===== src/rtl/lpm_pkg.sv =====
// Shared types for the low-power mode sequencer.
package lpm_pkg;
    // Sleep depth; power-save is an overlay tracked separately.
    typedef enum logic [1:0] {
        LPM_ACTIVE  = 2'd0,
        LPM_PARTIAL = 2'd1,
        LPM_FULL    = 2'd2
    } lpm_mode_e;
endpackage


===== src/rtl/lpm_wake_detect.sv =====
// Wake source detector.
// Synchronizes the serial receive lines (idle high) through two stages and
// flags a falling edge on any line. Qualifies a host chip select with the
// bus-isolation state: an isolated host access is not a wake source.
// Assumes host_cs is already synchronous to clk.
module lpm_wake_detect #(
    parameter int NCH = 2
) (
    input  logic           clk,
    input  logic           rst_n,
    input  logic [NCH-1:0] rx_in,
    input  logic           host_cs,
    input  logic           bus_iso,
    output logic           rx_wake,
    output logic           host_wake
);
    logic [NCH-1:0] rx_s1, rx_s2, rx_s3;
    logic [NCH-1:0] fall;

    // Two-stage synchronizer plus one history stage for edge detection.
    always_ff @(posedge clk) begin
        if (!rst_n) begin
            rx_s1 <= '1;
            rx_s2 <= '1;
            rx_s3 <= '1;
        end else begin
            rx_s1 <= rx_in;
            rx_s2 <= rx_s1;
            rx_s3 <= rx_s2;
        end
    end

    // Per-channel falling-edge flags.
    generate
        for (genvar ch = 0; ch < NCH; ch++) begin : g_fall
            assign fall[ch] = rx_s3[ch] & ~rx_s2[ch];
        end
    endgenerate

    // Combine wake sources.
    always_comb begin
        rx_wake   = |fall;
        host_wake = host_cs & ~bus_iso;
    end
endmodule


===== src/rtl/lpm_mode_fsm.sv =====
// Sleep-depth state machine and wake interrupt.
// Enters Partial or Full Sleep on an armed request, promotes an
// oscillator-stopped partial sleep to full sleep on the auto pump-sleep pin,
// returns to Active on a wake event or a dropped request, and raises the wake
// interrupt on every exit. Assumes all inputs are synchronous to clk.
module lpm_mode_fsm
    import lpm_pkg::*;
(
    input  logic      clk,
    input  logic      rst_n,
    input  logic      sleep_req,
    input  logic      full_sel,
    input  logic      part_sel,
    input  logic      acp_in,
    input  logic      psave_pin,
    input  logic      rx_wake,
    input  logic      host_wake,
    input  logic      irq_rd,
    output lpm_mode_e mode,
    output logic      osc_en,
    output logic      pump_en,
    output logic      bus_iso,
    output logic      wake_irq
);
    lpm_mode_e mode_q, mode_d;
    logic      part_pump_q, part_pump_d;
    logic      armed_q;
    logic      irq_q;
    logic      wake;
    logic      exiting;

    // Next-state decision for the sleep depth.
    always_comb begin
        wake        = rx_wake | host_wake;
        mode_d      = mode_q;
        part_pump_d = part_pump_q;
        unique case (mode_q)
            LPM_ACTIVE: begin
                if (sleep_req && armed_q && !wake) begin
                    if (full_sel) begin
                        mode_d = LPM_FULL;
                    end else begin
                        mode_d      = LPM_PARTIAL;
                        part_pump_d = part_sel;
                    end
                end
            end
            LPM_PARTIAL: begin
                if (wake || !sleep_req)        mode_d = LPM_ACTIVE;
                else if (!part_pump_q && acp_in) mode_d = LPM_FULL;
            end
            LPM_FULL: begin
                if (wake || !sleep_req) mode_d = LPM_ACTIVE;
            end
            default: mode_d = LPM_ACTIVE;
        endcase
        exiting = (mode_q != LPM_ACTIVE) && (mode_d == LPM_ACTIVE);
    end

    // State, arming and interrupt registers.
    always_ff @(posedge clk) begin
        if (!rst_n) begin
            mode_q      <= LPM_ACTIVE;
            part_pump_q <= 1'b0;
            armed_q     <= 1'b1;
            irq_q       <= 1'b0;
        end else begin
            mode_q      <= mode_d;
            part_pump_q <= part_pump_d;
            if (exiting)         armed_q <= 1'b0;
            else if (!sleep_req) armed_q <= 1'b1;
            if (exiting)                  irq_q <= 1'b1;
            else if (irq_rd && !bus_iso)  irq_q <= 1'b0;
        end
    end

    // Resource enables and isolation derived from the current state.
    always_comb begin
        mode     = mode_q;
        osc_en   = !((mode_q == LPM_FULL) || ((mode_q == LPM_PARTIAL) && !part_pump_q));
        pump_en  = !((mode_q == LPM_FULL) || ((mode_q == LPM_PARTIAL) && part_pump_q));
        bus_iso  = psave_pin && (mode_q != LPM_ACTIVE);
        wake_irq = irq_q;
    end

    AST_ENTER_SLEEP: assert property (@(posedge clk) disable iff (!rst_n)
        (mode_q == LPM_ACTIVE && sleep_req && armed_q && !wake) |=> (mode_q != LPM_ACTIVE));
    AST_ACP_PROMOTE: assert property (@(posedge clk) disable iff (!rst_n)
        (mode_q == LPM_PARTIAL && !osc_en && acp_in && sleep_req && !wake) |=> (mode_q == LPM_FULL));
    AST_ISO_NO_HOST_WAKE: assert property (@(posedge clk) disable iff (!rst_n)
        (mode_q != LPM_ACTIVE && bus_iso && !rx_wake && sleep_req) |=> (mode_q != LPM_ACTIVE));
    AST_WAKE_IRQ: assert property (@(posedge clk) disable iff (!rst_n)
        ($past(mode_q) != LPM_ACTIVE && mode_q == LPM_ACTIVE) |-> wake_irq);
    AST_FULL_BOTH_OFF: assert property (@(posedge clk) disable iff (!rst_n)
        (mode_q == LPM_FULL) |-> (!osc_en && !pump_en));
endmodule


===== src/rtl/lpm_pump_timer.sv =====
// Charge-pump settle counter.
// While the pump is off the counter holds the programmed wait; once the pump
// is enabled it counts down and ready rises when it reaches zero.
// Assumes cfg_wait is held stable while a countdown runs.
module lpm_pump_timer #(
    parameter int CW = 12
) (
    input  logic          clk,
    input  logic          rst_n,
    input  logic          pump_en,
    input  logic [CW-1:0] cfg_wait,
    output logic          pump_ready
);
    logic [CW-1:0] cnt_q;

    // Load while off, count down while on.
    always_ff @(posedge clk) begin
        if (!rst_n)              cnt_q <= '0;
        else if (!pump_en)       cnt_q <= cfg_wait;
        else if (cnt_q != '0)    cnt_q <= cnt_q - 1'b1;
    end

    // Ready only when enabled and settled.
    assign pump_ready = pump_en && (cnt_q == '0);

    AST_PUMP_WAIT: assert property (@(posedge clk) disable iff (!rst_n)
        ($rose(pump_en) && cfg_wait != '0 && $past(cfg_wait) == cfg_wait) |-> !pump_ready);
    AST_READY_NEEDS_PUMP: assert property (@(posedge clk) disable iff (!rst_n)
        pump_ready |-> pump_en);
endmodule


===== src/rtl/lpm_bus_gate.sv =====
// Host bus isolation gate.
// Forces chip select, strobes, address and data seen by the core to zero
// while isolation is active; passes them unchanged otherwise.
module lpm_bus_gate #(
    parameter int AW = 3,
    parameter int DW = 8
) (
    input  logic          bus_iso,
    input  logic          host_cs,
    input  logic          host_rd,
    input  logic          host_wr,
    input  logic [AW-1:0] host_addr,
    input  logic [DW-1:0] host_wdata,
    output logic          core_cs,
    output logic          core_rd,
    output logic          core_wr,
    output logic [AW-1:0] core_addr,
    output logic [DW-1:0] core_wdata
);
    // Gate every host signal with the isolation state.
    always_comb begin
        core_cs    = host_cs & ~bus_iso;
        core_rd    = host_rd & ~bus_iso;
        core_wr    = host_wr & ~bus_iso;
        core_addr  = bus_iso ? '0 : host_addr;
        core_wdata = bus_iso ? '0 : host_wdata;
    end
endmodule


===== src/rtl/lpm_sequencer.sv =====
// Low-power mode sequencer, top level.
// Merges the hardware and software sleep requests, then ties together the
// wake detector, the mode state machine, the pump settle timer and the host
// bus gate. Assumes every input is synchronous to clk except rx_in.
module lpm_sequencer
    import lpm_pkg::*;
#(
    parameter int NCH = 2,
    parameter int AW  = 3,
    parameter int DW  = 8,
    parameter int CW  = 12
) (
    input  logic           clk,
    input  logic           rst_n,
    input  logic           sleep_pin,
    input  logic           sleep_sw,
    input  logic           full_sel,
    input  logic           part_sel,
    input  logic           acp_in,
    input  logic           psave_pin,
    input  logic [NCH-1:0] rx_in,
    input  logic           host_cs,
    input  logic           host_rd,
    input  logic           host_wr,
    input  logic [AW-1:0]  host_addr,
    input  logic [DW-1:0]  host_wdata,
    input  logic           irq_rd,
    input  logic [CW-1:0]  cfg_pump_wait,
    output logic           osc_en,
    output logic           pump_en,
    output logic           pump_ready,
    output logic           bus_iso,
    output logic           wake_irq,
    output logic [1:0]     sleep_mode,
    output logic           core_cs,
    output logic           core_rd,
    output logic           core_wr,
    output logic [AW-1:0]  core_addr,
    output logic [DW-1:0]  core_wdata
);
    logic      sleep_req;
    logic      rx_wake;
    logic      host_wake;
    lpm_mode_e mode;

    // Either request source asks for sleep.
    assign sleep_req  = sleep_pin | sleep_sw;
    assign sleep_mode = mode;

    lpm_wake_detect #(.NCH(NCH)) u_wake (
        .clk       (clk),
        .rst_n     (rst_n),
        .rx_in     (rx_in),
        .host_cs   (host_cs),
        .bus_iso   (bus_iso),
        .rx_wake   (rx_wake),
        .host_wake (host_wake)
    );

    lpm_mode_fsm u_fsm (
        .clk       (clk),
        .rst_n     (rst_n),
        .sleep_req (sleep_req),
        .full_sel  (full_sel),
        .part_sel  (part_sel),
        .acp_in    (acp_in),
        .psave_pin (psave_pin),
        .rx_wake   (rx_wake),
        .host_wake (host_wake),
        .irq_rd    (irq_rd),
        .mode      (mode),
        .osc_en    (osc_en),
        .pump_en   (pump_en),
        .bus_iso   (bus_iso),
        .wake_irq  (wake_irq)
    );

    lpm_pump_timer #(.CW(CW)) u_pump (
        .clk        (clk),
        .rst_n      (rst_n),
        .pump_en    (pump_en),
        .cfg_wait   (cfg_pump_wait),
        .pump_ready (pump_ready)
    );

    lpm_bus_gate #(.AW(AW), .DW(DW)) u_gate (
        .bus_iso    (bus_iso),
        .host_cs    (host_cs),
        .host_rd    (host_rd),
        .host_wr    (host_wr),
        .host_addr  (host_addr),
        .host_wdata (host_wdata),
        .core_cs    (core_cs),
        .core_rd    (core_rd),
        .core_wr    (core_wr),
        .core_addr  (core_addr),
        .core_wdata (core_wdata)
    );

    AST_ISO_BLOCKS_BUS: assert property (@(posedge clk) disable iff (!rst_n)
        bus_iso |-> (core_cs == 1'b0 && core_addr == '0 && core_wdata == '0));
    AST_ISO_NEEDS_SLEEP: assert property (@(posedge clk) disable iff (!rst_n)
        bus_iso |-> (sleep_mode != 2'd0 && psave_pin));
endmodule


===== config.mk =====
export PLATFORM = sky130hd
export DESIGN_NAME = lpm_sequencer
export DESIGN_NICKNAME = d
export VERILOG_FILES = /design/src/rtl/lpm_pkg.sv /design/src/rtl/lpm_wake_detect.sv /design/src/rtl/lpm_mode_fsm.sv /design/src/rtl/lpm_pump_timer.sv /design/src/rtl/lpm_bus_gate.sv /design/src/rtl/lpm_sequencer.sv
export SDC_FILE = /design/constraint.sdc
export NUM_CORES = 1
export LEC_CHECK = 0
export BUFFER_PORTS_ARGS = -buffer_cell sky130_fd_sc_hd__buf_2
export CAP_MARGIN = 20
export CORE_UTILIZATION = 50
export CTS_CLUSTER_DIAMETER = 50
export DETAILED_ROUTE_END_ITERATION = 16
export MAX_ROUTING_LAYER = met4
export PLACE_DENSITY = 0.84
export SKIP_LAST_GASP = 1
export SYNTH_ARGS = -nofsm -noshare
export SYNTH_HDL_FRONTEND = slang
export SYNTH_SLANG_ARGS = --single-unit

===== constraint.sdc =====
create_clock -name clk -period 4.02 [get_ports clk]
set_input_delay 0.201 -clock clk [delete_from_list [all_inputs] [get_ports clk]]
set_output_delay 0.201 -clock clk [all_outputs]
set_load 0.1 [all_outputs]

Word level (Yosys, flattened, before mapping)
Index checks and enable logic that the tools add are counted.
{"block": "totals", "ff_bits": 23, "inputBits": 37}
{"block": "classes", "addsub": 1, "reduce_logical": 27, "n_mux": 14, "eq_ne": 3, "n_bitwise": 11}
{"operator": "$mux 12", "n": 2}
{"operator": "$logic_not 12->1", "n": 1}
{"operator": "$reduce_bool 12->1", "n": 1}
{"operator": "$sub 12x1->12 const B", "n": 1}
{"operator": "$mux 2", "n": 5}
{"operator": "$logic_and 1x1->1", "n": 9}
{"operator": "$mux 8", "n": 1}
{"operator": "$logic_not 1->1", "n": 6}
{"operator": "$pmux 2 s3", "n": 1}
{"operator": "$reduce_bool 2->1", "n": 3}
{"operator": "$and 1x1->1", "n": 5}
{"operator": "$logic_not 2->1", "n": 2}
{"operator": "$mux 1", "n": 4}
{"operator": "$not 1->1", "n": 4}
{"operator": "$logic_or 1x1->1", "n": 3}
{"operator": "$mux 3", "n": 1}
{"operator": "$reduce_and 3->1", "n": 1}
{"operator": "$eq 2x1->1 const B", "n": 1}
{"operator": "$eq 2x2->1 const B", "n": 1}
{"operator": "$ne 2x2->1 const B", "n": 1}
{"operator": "$or 1x1->1", "n": 2}
{"operator": "$reduce_or 2->1", "n": 1}

Depth between registers and ports, before layout
{"block": "depth", "word_depth": 12, "mapped_depth": 8, "depth_no_buf": 6}

Hierarchy
From an unflattened synthesis, not the netlist that was laid out.
{"block": "hier_totals", "hier_cells": 142, "area_unflattened_um2": 1262.5}
{"module": "lpm_pump_timer", "cells_each": 77, "seq_area_each_um2": 240.2, "area_each_um2": 671.9, "instances": 1}
{"module": "lpm_mode_fsm", "cells_each": 33, "seq_area_each_um2": 100.1, "area_each_um2": 272.8, "instances": 1}
{"module": "lpm_wake_detect", "cells_each": 16, "seq_area_each_um2": 120.1, "area_each_um2": 183.9, "instances": 1}
{"module": "lpm_bus_gate", "cells_each": 15, "seq_area_each_um2": 0.0, "area_each_um2": 127.6, "instances": 1}
{"module": "lpm_sequencer", "cells_each": 1, "seq_area_each_um2": 0.0, "area_each_um2": 6.3, "instances": 1}

Worst setup path after synthesis
Ideal clock, no wire load.
{"block": "synth_path", "kind": "register to output", "start": "reg u_fsm.mode_q[1] (netlist: u_fsm.mode[1])", "end": "out pump_ready", "required_ns": 3.819, "path_buffers": 2, "path_slack_ns": 0.781, "arrival_ns": 3.038, "stages_incl_launch_ff": 6, "path_cell_list": "dfxtp_1 > buf_4 > and3b_1 > or2_1 > buf_4 > nor2_1"}
{"block": "synth_via", "elab_chain_cells": 5, "word_cells_on_any_way": 6}
{"item": "from (decl)", "line_no": "lpm_mode_fsm.sv:25", "text": "lpm_mode_e mode_q, mode_d;"}
{"item": "from (signal assigned)", "line_no": "lpm_mode_fsm.sv:68", "text": "mode_q <= mode_d;"}
{"item": "$eq 2x1->1", "line_no": "lpm_mode_fsm.sv:81", "text": "pump_en = !((mode_q == LPM_FULL) || ((mode_q == LPM_PARTIAL) && part_pump_q));"}
{"item": "$logic_and 1x1->1", "line_no": "lpm_mode_fsm.sv:81"}
{"item": "$logic_or 1x1->1 *", "line_no": "lpm_mode_fsm.sv:81"}
{"item": "$logic_not 1->1 *", "line_no": "lpm_mode_fsm.sv:81"}
{"item": "$logic_and 1x1->1 *", "line_no": "lpm_pump_timer.sv:24", "text": "assign pump_ready = pump_en && (cnt_q == '0);"}
{"item": "to (decl)", "line_no": "lpm_sequencer.sv:31", "text": "output logic pump_ready,"}
Every way passes the cells marked *; elsewhere a longest branch is shown, timed or not.

Final worst setup path
{"block": "layout_path", "start": "reg u_pump.cnt_q[0]", "end": "out pump_ready"}
{"block": "layout_via", "elab_chain_cells": 2}
{"item": "from (decl)", "line_no": "lpm_pump_timer.sv:14", "text": "logic [CW-1:0] cnt_q;"}
{"item": "from (signal assigned)", "line_no": "lpm_pump_timer.sv:19", "text": "else if (!pump_en) cnt_q <= cfg_wait;"}
{"item": "from (signal assigned)", "line_no": "lpm_pump_timer.sv:20", "text": "else if (cnt_q != '0) cnt_q <= cnt_q - 1'b1;"}
{"item": "$logic_not 12->1", "line_no": "lpm_pump_timer.sv:24"}
{"item": "$logic_and 1x1->1", "line_no": "lpm_pump_timer.sv:24"}
Every way passes these cells.

==> flow_summary.toml <==
[critical_path]
cp.arrival_ns = 2.25
startpoint_type = "register"
worstSetupEndpointType = "primary output"
r2r_slack_ns = 2.05
path_class = "register to primary output"
crit_fanout = 9
crit_required_ns = 3.82

[power]
powerDensity_mw_per_mm2 = 595
p_total_uw = 961
p_leak_uw = 0.000719
ir_drop_v = 0.000496

[route]
drc_errors = 0
vias = 1263
dr.pass1.iters = 4
drt_iter0_drc = 15
drt_wl_total_mm = 2.76
ant_nets = 0
avgRoutedWirePerCell_um = 11.9
routed_via_density = 5.44

[final_layout]
stdcell_count = 232
syn_to_final_growth_pct = 22.7
fill_cells = 218
antennaDiodeCount = 0
layout-drive-gt1-share_pct = 38.1
nNetsFinal = 241

[clock_tree]
tritoncts = "yes"
cts.path.max_buffers = 2
cts_max_level = 1
cts-root-buf = "clkbuf_4"
clock_latency_ns = 0.31
cts.clk_slew.worst_paths_ns = 0.11
cts_sinks = 23
cts_resized = 0
cts_setup_buffers = 0
cts_made_buffers = 3
ctsHoldBuffers = 0

[sta]
slew_viol_final = 0
worst_slack_ns = 1.57
worstMarginPinSlew_ns = 0.728
timing.final.hold_violations = 0
fin_crit_sh_pct = 61.0
rsz0062_at_grt = "no"
finalSetupViolCount = 0
period_minus_slack_ns = 2.45
slew_headroom_pct = 51.0
whs_ns = 0.0700
max_freq_mhz = 408
fin_skew_ns = 0.0109
tns_ns = 0

[yosys]
synth-seq-cells = 23
synthesis.area_mm2 = 0.00132
synth_most_common_cell = "dfxtp_1"
ys_top_cells_by_count = "dfxtp_1, and2_1, nor2_1"
synthCells = 149
yosys.area.top_type_share_pct = 35.0
syn_avg_cell_area_um2 = 8.83
synth.area.top_cells = "dfxtp_1, and2_1, nand2b_1"
ys_seq_area_share_pct = 35.0
yosys.area.top_type = "dfxtp_1"
ys_async_sr_fraction_pct = 0
synth_warnings = 0
synth_ff_type = "dfxtp_1"
synthesis.nets = 187
synth_cell_types = 50
synth_edf_count = 0

[global_route]
grt_pass1_wl_mm = 4.27
antenna_found_initial = 0
grt_max_degree = 24
grt_use_total_pct = 20.8
grt_overflow_total = 0
grt_pass1_vias = 1004

[die]
dieHeight_um = 53.3
die_w_um = 53.3
core_mm2 = 0.00248
dieArea_mm2 = 0.00284
ioPinCount = 58
num_rows = 18
start_util_pct = 53.1

[placed_design]
dpl.hpwl_mm = 2.13
portBuffers = 57
placedCellCount = 228
place.gp.congestion = 0.829
preCtsSetupSlack_ns = 1.94

[hold_path]
min_path_type = "primary input to register"

[job]
cap_violations = 0

[outcome]
outcome = "finished, final reports clean"
routing by layer:
metal / vias to the layer above / track usage [%] / routed length [um]
li1: 627 / - / -
met2: 51 / 34.2 / 1320
met5: - / - / 0
met4: 0 / 5.26 / 50
met3: 10 / 2.59 / 175
met1: 575 / 26.9 / 1220
layout make-up:
cell class	instances	area, um2	area share (%)
sequential	23	460	28.5
timing repair buffer	57	285	17.7
multi-input combinational	114	790	48.9
inverter	4	16.3	1.01
tap	30	37.5	2.32
clock buffer	4	26.3	1.63
through the flow:
step           instance area, um2  utilization, %
2_1_floorplan                1320               -
3_3_place_gp                 1590            64.1
3_5_place_dp                 1590            64.1
4_1_cts                      1620            65.2
5_1_grt                      1620            65.2
6_report                     1620            65.2
cells by family (layout without fill, tap and decap cells):
| kind of cell | count (synthesis) | in the layout | synth area share (%) |
|---|---|---|---|
| muxes | 2 | 2 | 1.52 |
| xor gates and xnor gates | 5 | 5 | 3.33 |
| buffers and inverters | 12 | 65 | 5.04 |
| adders and majority gates | 1 | 1 | 0.950 |
| AOI/OAI and AO/OA | 28 | 28 | 18.2 |
| and+or+nand+nor | 78 | 78 | 36.0 |
| DFF | 23 | 23 | 35.0 |
placed cells by master, fill, tap and decap left out, types with 2 or more instances in the layout:
cell | synthesis | final
nand4b_1 | 3 | 3
clkbuf_4 | 0 | 3
o311ai_1 | 2 | 2
a31oi_1 | 3 | 3
dfxtp_1 | 23 | 23
o21ai_1 | 3 | 3
o21ai_0 | 3 | 3
nand2_1 | 12 | 12
nor2_1 | 13 | 13
nor2_2 | 3 | 3
a211oi_2 | 4 | 4
xor2_1 | 4 | 4
nand3_1 | 4 | 4
mux2i_1 | 2 | 2
nand2b_1 | 9 | 9
and2_1 | 14 | 14
nor2b_1 | 3 | 3
buf_2 | 1 | 57
nand3b_1 | 2 | 2
nor3_1 | 2 | 2
inv_1 | 3 | 3
a21oi_1 | 3 | 3
power by group:
part | total [uW] | internal (uW) | switching [uW]
logic | 516 | 184 | 332
registers | 339 | 279 | 60.3
clock network | 106 | 38.7 | 67.3
total | 961 | 502 | 459
worst max-delay path, stage by stage (launching register included):
cell     delay (ns)
dfxtp_1        0.37
inv_1          0.10
ha_1           0.18
nor3b_2        0.38
nand4_2        0.32
nor2_1         0.16
buf_2          0.44
flip-flops by register name, indices dropped and copies added, names as in the netlist:
| signal | flops |
|---|---|
| u_fsm.part_pump_q | 1 |
| u_wake.rx_s1 | 2 |
| u_wake.rx_s3 | 2 |
| u_pump.cnt_q | 12 |
| u_fsm.mode | 2 |
| u_wake.rx_s2 | 2 |
| u_fsm.armed_q | 1 |
| u_fsm.wake_irq | 1 |
path summary, 6_finish.rpt:
path                                       from  depth (start not counted)              end
worst max-delay path            u_pump.cnt_q[0]                          6       pump_ready
worst min-delay path                   rx_in[0]                          2  u_wake.rx_s1[0]
worst max register to register    u_fsm.mode[1]                          5  u_pump.cnt_q[5]
worst min register to register  u_wake.rx_s1[0]                          1  u_wake.rx_s2[0]
Note: power is estimated with default switching activity, not from simulation.
